===== config.mk =====
export PLATFORM = sky130hd
export DESIGN_NAME = fp_div_pipe
export DESIGN_NICKNAME = d
export VERILOG_FILES = /design/src/rtl/fp_div_pkg.sv /design/src/rtl/fp_div_unpack.sv /design/src/rtl/fp_div_prep.sv /design/src/rtl/fp_div_step.sv /design/src/rtl/fp_div_pack.sv /design/src/rtl/fp_div_pipe.sv
export SDC_FILE = /design/constraint.sdc
export NUM_CORES = 1
export LEC_CHECK = 0
export BUFFER_PORTS_ARGS = -buffer_cell sky130_fd_sc_hd__buf_2
export CAP_MARGIN = 20
export CELL_PAD_IN_SITES_DETAIL_PLACEMENT = 0
export CELL_PAD_IN_SITES_GLOBAL_PLACEMENT = 1
export CORE_UTILIZATION = 39
export CTS_BUF_LIST = sky130_fd_sc_hd__clkbuf_16
export DETAILED_ROUTE_END_ITERATION = 7
export HOLD_SLACK_MARGIN = 0.03
export PLACE_DENSITY = 0.66
export SLEW_MARGIN = 20
export SYNTH_ARGS = -nofsm -noshare
export SYNTH_HDL_FRONTEND = slang
export SYNTH_SLANG_ARGS = --single-unit

===== constraint.sdc =====
create_clock -name clk_i -period 6 [get_ports clk_i]
set_input_delay 0.9 -clock clk_i [delete_from_list [all_inputs] [get_ports clk_i]]
set_output_delay 0.9 -clock clk_i [all_outputs]
set_load 0.01 [all_outputs]

===== src/rtl/fp_div_pkg.sv =====
package fp_div_pkg;

  // Control phases of one division
  typedef enum logic [1:0] {
    PH_IDLE  = 2'd0,
    PH_PREP  = 2'd1,
    PH_ITER  = 2'd2,
    PH_PACK  = 2'd3
  } div_phase_e;

  // Status word bit positions
  localparam int unsigned STB_ZERO = 0;
  localparam int unsigned STB_OVF  = 1;
  localparam int unsigned STB_UNF  = 2;
  localparam int unsigned STB_DBZ  = 3;
  localparam int unsigned STAT_W   = 4;

endpackage


===== src/rtl/fp_div_unpack.sv =====
module fp_div_unpack #(
  parameter int unsigned EXP_W  = 8,
  parameter int unsigned FRAC_W = 23,
  localparam int unsigned WORD_W = 1 + EXP_W + FRAC_W,
  localparam int unsigned SIG_W  = FRAC_W + 1
) (
  input  logic [WORD_W-1:0] word_i,
  output logic              sign_o,
  output logic [EXP_W-1:0]  exp_o,
  output logic [SIG_W-1:0]  sig_o,
  output logic              zero_o
);

  always_comb begin
    sign_o = word_i[WORD_W-1];
    exp_o  = word_i[WORD_W-2 -: EXP_W];
    // hidden one prepended to the stored fraction
    sig_o  = {1'b1, word_i[FRAC_W-1:0]};
    zero_o = (exp_o == '0);
  end

endmodule


===== src/rtl/fp_div_prep.sv =====
module fp_div_prep #(
  parameter int unsigned EXP_W  = 8,
  parameter int unsigned FRAC_W = 23,
  localparam int unsigned SIG_W = FRAC_W + 1,
  localparam int unsigned REM_W = SIG_W + 2,
  localparam int unsigned XE_W  = EXP_W + 2,
  localparam int unsigned BIAS  = (1 << (EXP_W - 1)) - 1,
  localparam int unsigned EMAX  = (1 << EXP_W) - 1
) (
  input  logic                   sign_a_i,
  input  logic                   sign_b_i,
  input  logic [EXP_W-1:0]       exp_a_i,
  input  logic [EXP_W-1:0]       exp_b_i,
  input  logic [SIG_W-1:0]       sig_a_i,
  input  logic [SIG_W-1:0]       sig_b_i,
  output logic                   sign_o,
  output logic [REM_W-1:0]       rem_init_o,
  output logic [REM_W-1:0]       dvs_o,
  output logic signed [XE_W-1:0] exp_res_o,
  output logic                   aln_ovf_o
);

  logic            shift_a;
  logic [XE_W-1:0] exp_a_al;
  logic [XE_W-1:0] exp_diff;

  always_comb begin
    sign_o  = sign_a_i ^ sign_b_i;
    shift_a = (sig_a_i >= sig_b_i);
    // Divisor scaled by two. The dividend is kept at its own scale when it
    // must be pre-shifted right, so it always ends strictly below the divisor.
    dvs_o      = {1'b0, sig_b_i, 1'b0};
    rem_init_o = shift_a ? {2'b00, sig_a_i} : {1'b0, sig_a_i, 1'b0};
    exp_a_al   = {2'b00, exp_a_i} + XE_W'(shift_a);
    aln_ovf_o  = shift_a && (exp_a_al >= XE_W'(EMAX));
    // re-bias, and subtract one for the fixed left-normalize step
    exp_diff   = exp_a_al - {2'b00, exp_b_i} + XE_W'(BIAS - 1);
    exp_res_o  = $signed(exp_diff);
  end

endmodule


===== src/rtl/fp_div_step.sv =====
module fp_div_step #(
  parameter int unsigned REM_W = 26
) (
  input  logic [REM_W-1:0] rem_i,
  input  logic [REM_W-1:0] dvs_i,
  output logic [REM_W-1:0] rem_o,
  output logic             qbit_o
);

  logic [REM_W-1:0] shifted;
  logic [REM_W:0]   trial;

  always_comb begin
    shifted = {rem_i[REM_W-2:0], 1'b0};
    trial   = {1'b0, shifted} - {1'b0, dvs_i};
    // a non-negative trial difference means this quotient bit is one
    qbit_o  = ~trial[REM_W];
    rem_o   = qbit_o ? trial[REM_W-1:0] : shifted;
  end

endmodule


===== src/rtl/fp_div_pack.sv =====
module fp_div_pack
  import fp_div_pkg::*;
#(
  parameter int unsigned EXP_W  = 8,
  parameter int unsigned FRAC_W = 23,
  localparam int unsigned WORD_W = 1 + EXP_W + FRAC_W,
  localparam int unsigned SIG_W  = FRAC_W + 1,
  localparam int unsigned XE_W   = EXP_W + 2,
  localparam int unsigned EMAX   = (1 << EXP_W) - 1
) (
  input  logic                   sign_i,
  input  logic signed [XE_W-1:0] exp_res_i,
  input  logic [SIG_W-1:0]       quo_i,
  input  logic                   dbz_i,
  input  logic                   zero_i,
  input  logic                   aln_ovf_i,
  output logic [WORD_W-1:0]      word_o,
  output logic [STAT_W-1:0]      stat_o
);

  localparam logic signed [XE_W-1:0] EMAX_S = XE_W'(EMAX);

  always_comb begin
    word_o = '0;
    stat_o = '0;
    if (dbz_i) begin
      stat_o[STB_DBZ] = 1'b1;
    end else if (zero_i) begin
      stat_o[STB_ZERO] = 1'b1;
    end else if (aln_ovf_i || (exp_res_i >= EMAX_S)) begin
      stat_o[STB_OVF] = 1'b1;
    end else if (exp_res_i <= $signed(XE_W'(0))) begin
      stat_o[STB_UNF] = 1'b1;
    end else begin
      // quotient MSB is the leading one after the fixed normalize step
      word_o = {sign_i, exp_res_i[EXP_W-1:0], quo_i[FRAC_W-1:0]};
    end
  end

endmodule


===== src/rtl/fp_div_pipe.sv =====
module fp_div_pipe
  import fp_div_pkg::*;
#(
  parameter int unsigned EXP_W  = 8,
  parameter int unsigned FRAC_W = 23,
  localparam int unsigned WORD_W = 1 + EXP_W + FRAC_W,
  localparam int unsigned SIG_W  = FRAC_W + 1,
  localparam int unsigned REM_W  = SIG_W + 2,
  localparam int unsigned XE_W   = EXP_W + 2,
  localparam int unsigned CNT_W  = $clog2(SIG_W)
) (
  input  logic              clk_i,
  input  logic              rst_n_i,
  input  logic              en_i,
  input  logic [WORD_W-1:0] dividend_i,
  input  logic [WORD_W-1:0] divisor_i,
  output logic [WORD_W-1:0] quot_o,
  output logic [STAT_W-1:0] stat_o,
  output logic              valid_o,
  output logic              busy_o
);

  // capture stage: zero check and unpack
  logic             up_sa, up_sb, up_za, up_zb;
  logic [EXP_W-1:0] up_ea, up_eb;
  logic [SIG_W-1:0] up_ma, up_mb;

  fp_div_unpack #(.EXP_W(EXP_W), .FRAC_W(FRAC_W)) unpack_a_i (
    .word_i(dividend_i), .sign_o(up_sa), .exp_o(up_ea), .sig_o(up_ma), .zero_o(up_za)
  );
  fp_div_unpack #(.EXP_W(EXP_W), .FRAC_W(FRAC_W)) unpack_b_i (
    .word_i(divisor_i), .sign_o(up_sb), .exp_o(up_eb), .sig_o(up_mb), .zero_o(up_zb)
  );

  div_phase_e       ph_q, ph_d;
  logic             cap_sa_q, cap_sb_q, cap_za_q, cap_zb_q;
  logic [EXP_W-1:0] cap_ea_q, cap_eb_q;
  logic [SIG_W-1:0] cap_ma_q, cap_mb_q;

  // preparation stage outputs
  logic                   pr_sign, pr_aovf;
  logic [REM_W-1:0]       pr_rem, pr_dvs;
  logic signed [XE_W-1:0] pr_exp;

  fp_div_prep #(.EXP_W(EXP_W), .FRAC_W(FRAC_W)) prep_i (
    .sign_a_i(cap_sa_q), .sign_b_i(cap_sb_q),
    .exp_a_i(cap_ea_q),  .exp_b_i(cap_eb_q),
    .sig_a_i(cap_ma_q),  .sig_b_i(cap_mb_q),
    .sign_o(pr_sign), .rem_init_o(pr_rem), .dvs_o(pr_dvs),
    .exp_res_o(pr_exp), .aln_ovf_o(pr_aovf)
  );

  logic                   sgn_q, dbz_q, zro_q, aovf_q;
  logic signed [XE_W-1:0] exp_q;
  logic [REM_W-1:0]       rem_q, dvs_q;
  logic [SIG_W-1:0]       quo_q;
  logic [CNT_W-1:0]       cnt_q;

  // iteration step
  logic [REM_W-1:0] st_rem;
  logic             st_bit;
  logic             run_div;

  fp_div_step #(.REM_W(REM_W)) step_i (
    .rem_i(rem_q), .dvs_i(dvs_q), .rem_o(st_rem), .qbit_o(st_bit)
  );

  // pack stage
  logic [WORD_W-1:0] pk_word;
  logic [STAT_W-1:0] pk_stat;

  fp_div_pack #(.EXP_W(EXP_W), .FRAC_W(FRAC_W)) pack_i (
    .sign_i(sgn_q), .exp_res_i(exp_q), .quo_i(quo_q),
    .dbz_i(dbz_q), .zero_i(zro_q), .aln_ovf_i(aovf_q),
    .word_o(pk_word), .stat_o(pk_stat)
  );

  // clock enables per register group
  logic ce_cap, ce_prep, ce_iter, ce_out;
  logic iter_last;

  always_comb begin
    ce_cap    = (ph_q == PH_IDLE) && en_i;
    ce_prep   = (ph_q == PH_PREP);
    run_div   = !(dbz_q || zro_q || aovf_q);
    ce_iter   = (ph_q == PH_ITER) && run_div;
    iter_last = (cnt_q == CNT_W'(SIG_W - 1));
    ce_out    = (ph_q == PH_PACK);
    ph_d      = ph_q;
    unique case (ph_q)
      PH_IDLE: if (en_i)     ph_d = PH_PREP;
      PH_PREP:               ph_d = PH_ITER;
      PH_ITER: if (iter_last) ph_d = PH_PACK;
      PH_PACK:               ph_d = PH_IDLE;
      default:               ph_d = PH_IDLE;
    endcase
  end

  always_ff @(posedge clk_i or negedge rst_n_i) begin
    if (!rst_n_i) begin
      ph_q <= PH_IDLE;
    end else begin
      ph_q <= ph_d;
    end
  end

  always_ff @(posedge clk_i or negedge rst_n_i) begin
    if (!rst_n_i) begin
      cap_sa_q <= 1'b0; cap_sb_q <= 1'b0;
      cap_za_q <= 1'b0; cap_zb_q <= 1'b0;
      cap_ea_q <= '0;   cap_eb_q <= '0;
      cap_ma_q <= '0;   cap_mb_q <= '0;
    end else if (ce_cap) begin
      cap_sa_q <= up_sa; cap_sb_q <= up_sb;
      cap_za_q <= up_za; cap_zb_q <= up_zb;
      cap_ea_q <= up_ea; cap_eb_q <= up_eb;
      cap_ma_q <= up_ma; cap_mb_q <= up_mb;
    end
  end

  always_ff @(posedge clk_i or negedge rst_n_i) begin
    if (!rst_n_i) begin
      sgn_q  <= 1'b0;
      dbz_q  <= 1'b0;
      zro_q  <= 1'b0;
      aovf_q <= 1'b0;
      exp_q  <= '0;
      dvs_q  <= '0;
    end else if (ce_prep) begin
      sgn_q  <= pr_sign;
      dbz_q  <= cap_zb_q;
      zro_q  <= cap_za_q && !cap_zb_q;
      aovf_q <= pr_aovf && !cap_za_q && !cap_zb_q;
      exp_q  <= pr_exp;
      dvs_q  <= pr_dvs;
    end
  end

  always_ff @(posedge clk_i or negedge rst_n_i) begin
    if (!rst_n_i) begin
      rem_q <= '0;
      quo_q <= '0;
    end else if (ce_prep) begin
      rem_q <= pr_rem;
      quo_q <= '0;
    end else if (ce_iter) begin
      rem_q <= st_rem;
      quo_q <= {quo_q[SIG_W-2:0], st_bit};
    end
  end

  always_ff @(posedge clk_i or negedge rst_n_i) begin
    if (!rst_n_i) begin
      cnt_q <= '0;
    end else if (ce_prep) begin
      cnt_q <= '0;
    end else if (ph_q == PH_ITER) begin
      cnt_q <= cnt_q + CNT_W'(1);
    end
  end

  always_ff @(posedge clk_i or negedge rst_n_i) begin
    if (!rst_n_i) begin
      quot_o  <= '0;
      stat_o  <= '0;
      valid_o <= 1'b0;
    end else begin
      valid_o <= ce_out;
      if (ce_out) begin
        quot_o <= pk_word;
        stat_o <= pk_stat;
      end
    end
  end

  assign busy_o = (ph_q != PH_IDLE);

endmodule


==> impl_results.md <==
* Complex-gate fraction of the synthesized area at 14.7%
* Max-slew violations at 0
* Top cell type's share of synthesized area at 46.7%
* Max Clock Skew at 0.0135 ns
* WS Path Type: flop to flop
* Worst stage delay on the critical path at 0.59 ns
* WL/cell at 15.9 um
* Mapped Nets at ~1,200
* Clk sinks at 197
* Status: complete, but fails checks
* Crit path max fanout at 4
* Final Critical Period at 4.58 ns
* CP required at 6.33 ns
* Crit path launch type: flop
* CP arrival at roughly 4.9 ns
* Via density at 5.11
* GRT Total Usage at 17.9%
* Avg Inst Size Synth at just over 10 um2
* Area grow syn2layout at 13.6%
* Routability cong. at 0.798
* Max IR drop VDD at 0.000253 V
* Max-Cap Viols at 0
* Worst-Skew Late Latency at 0.44 ns
* Slew headroom at 33.4%
* Via count at 7,598
* Post-synthesis adder-cell area fraction at 8.80%
* Die Ht at about 170 um
* Global-route wire length before repair at roughly 40,000 um
* Post-route cell area at 0.0120 mm2
* Post-Synth Simple-Gate Area at 10.6%
* Failing checks: design-rule violations
* Max Used Layer: met4
* Synth Area in XOR/XNOR at ~2.7%
* Placement Cell Area at around 0.011 mm2
* #FFs+latches synth at about 200
* PortBufs at 104
* Longest Clk Path Bufs at 2
* Min-delay worst type: flop to flop
* Pleak at around 5.5 nW
* RSZ-0062 raised after global routing: false
* Met2 routed wirelength at 11,000 um
* Cell area after synthesis at roughly 0.011 mm2
* Post-CTS setup buffers at 0
* CTS root buffer: clkbuf_16
* Post-DP HPWL at 16,300 um
* Async SR Flop Fraction at 100%
* CP Cell Sequence: ha_1, nand3_1, or4_1, nor2_1, a21oi_4, inv_1, ha_1, ha_1, xnor2_1, ha_1, inv_1, ha_1, a21o_1, a21oi_1, o21bai_1, a21oi_1, o21bai_1, a21oi_1, xnor2_1, mux2_2
* Largest net degree at the start of global routing at 121
* Number of flops mapped to enable cells by yosys at 0
* Most used cell, CP: ha_1
* Fin nets at 1,278
* Num ports at 105
* Total grt overflow at 0
* Initial Utilization at 40.2%
* Initial DRC count at 522
* Initial DRT Pass Iterations at 6
* Actual slew at the worst max-slew pin at between 0.9 and 1 ns
* Layout cells sized above 1 at 21.9%
* Final hold vios at 0
* Metal3 WL at roughly 670 um
* TNS Setup at 0 ns
* Final WL at 23,600 um
* Total CTS buffers at 17
* Area contributors post-synth: dfrtp_1 (47%), mux2_2 (8.6%), ha_1 (8.4%)
* Post-cts resize count at 0
* Final critical-path share of the clock period at 76.3%
* Crit end category: flop
* CTS Hold Bufs at 0
* Core ar. at 0.0263 mm2
* Mux share of post-synthesis cell area at a little over a tenth
* Die X at ~170 um
* Worst-path clk slew at 0.08 ns
* Pwr/cell area at around 640 mW/mm2
* Crit-path slowest cell: or4_1
* Initial antenna violation count at 1
* CTS tree: built
* Synth Instances at 1,049
* Sequential area share after synthesis at a little under half
* Largest family of logic cells by synthesized area: compound AO/OA/AOI/OAI gates
* Endpoints failing setup at 0
* Fmax at 0.219 GHz
* Total power at a little under 8 mW
* Drc violations at 6
* Rows at 59
* Synth unique cells at 70
* Vias in the first global route at 7,566
* H-tree Lvls at 4
* Final ANT Viol Nets at 0
* Main synth FF type: dfrtp_1
* Die area at between 0.02 and 0.03 mm2
* Metal-1 WL at 11,600 um
* Yosys top cell by area: dfrtp_1
* YS warnings at 0
-- path summary, 6_finish.rpt --
kind                                    from    endpoint  slack, ns  depth (start not counted)
worst max-delay path            cap_ma_q[22]    exp_q[8]       1.42                         20
worst min-delay path               quo_q[22]  quot_o[22]       0.49                          2
worst max register to register  cap_ma_q[22]    exp_q[8]       1.42                         20
worst min register to register     quo_q[22]  quot_o[22]       0.49                          2
max in group asynchronous            rst_n_i    cap_za_q       4.14                          2
min in group asynchronous            rst_n_i  quot_o[26]       0.56                          1
-- power breakdown --
| group | internal [mW] | switching [mW] |
|---|---|---|
| clock | 0.551 | 0.568 |
| sequential | 1.85 | 0.378 |
| combinational | 1.95 | 2.42 |
| total | 4.35 | 3.37 |
-- state kept, by name, summed over array words and instances (netlist names) --
signal,flops
aovf_q,1
cap_za_q,1
cap_eb_q,8
valid_o,1
zro_q,1
exp_q,10
quot_o,32
dvs_q,24
cnt_q,5
quo_q,23
sgn_q,1
cap_ea_q,8
ph_q,2
cap_mb_q,23
stat_o,4
rem_q,25
cap_sa_q,1
cap_sb_q,1
cap_ma_q,24
dbz_q,1
cap_zb_q,1
-- critical path, delay by kind of cell (launching register included) --
kind                       cells  cell delay (ns)
AOI/OAI and AO/OA              7             1.03
xor gates and xnor gates       2             0.23
adders and majority gates      5             1.24
buffers and inverters          2             0.22
DFF                            1             0.41
muxes                          1             0.25
and+or+nand+nor                3             1.08
-- metal layers --
layer  GRT usage, %  up-vias
met3           2.85       16
li1               -     3819
met2           28.9      102
met5              0        -
met1           24.6     3661
met4           5.35        0
-- cells in the mapped netlist, types with 3 or more instances --
master,count
a211oi_1,7
nand3_1,14
buf_6,3
and3_1,4
nor3_1,18
a222oi_1,3
nand3b_1,3
a31oi_1,3
nor2_1,37
nor2b_1,6
mux2_2,81
a211oi_2,7
o21ai_1,4
nand4_1,6
nor3b_1,3
o22ai_1,17
inv_1,111
nand2b_1,3
a21oi_1,62
o21bai_1,5
a311oi_1,3
o211ai_1,3
nand2_1,135
xnor2_1,19
o31a_1,5
dfrtp_1,197
a21o_1,8
clkbuf_1,25
ha_1,71
o21ai_0,78
mux2_1,3
xor2_1,13
buf_1,13
nor4_1,7
mux2i_1,19
o21a_1,8
-- kinds of logic after synthesis --
logic type / after synthesis
compound gates: 241
xor+xnor: 32
fa+ha+maj: 73
buf+inv: 155
flops: 197
mux: 103
simple gates: 248
-- metrics by stage --
step / setup WS, ns / util [%] / std cells / hold slack, ns
3_3_place_gp: 1.49 / 43.4 / 1454 / 0.470
6_report: 1.42 / 45.6 / 1487 / 0.493
4_1_cts: 1.39 / 45.6 / 1486 / 0.495
2_1_floorplan: 1.66 / - / 1049 / 0.450
5_1_grt: 1.04 / 45.6 / 1487 / 0.527
3_5_place_dp: 1.40 / 43.4 / 1454 / 0.476
-- cell type report --
| cell class | instances | area (um2) |
|---|---|---|
| tap | 335 | 419 |
| clock buffer | 17 | 425 |
| clock inverter | 15 | 141 |
| antenna | 1 | 2.50 |
| sequential | 197 | 4930 |
| fill | 2559 | 14300 |
| timing repair buffer | 114 | 604 |
| inverter | 111 | 417 |
| multi-input combinational | 697 | 5050 |
-- layout by cell type, fill, tap and decap left out, types with 7 or more instances in the layout --
master | netlist | final
dfrtp_1 | 197 | 197
nand2_1 | 135 | 134
inv_1 | 111 | 112
buf_2 | 1 | 103
mux2_2 | 81 | 81
o21ai_0 | 78 | 78
ha_1 | 71 | 70
a21oi_1 | 62 | 62
nor2_1 | 37 | 37
xnor2_1 | 19 | 19
mux2i_1 | 19 | 19
o22ai_1 | 17 | 17
nor3_1 | 18 | 17
clkbuf_16 | 0 | 17
nand3_1 | 14 | 14
xor2_1 | 13 | 13
buf_4 | 2 | 10
a21o_1 | 8 | 8
o21a_1 | 8 | 8
a211oi_1 | 7 | 7
a211oi_2 | 7 | 7
No activity file was read; power rests on OpenSTA's default activity.
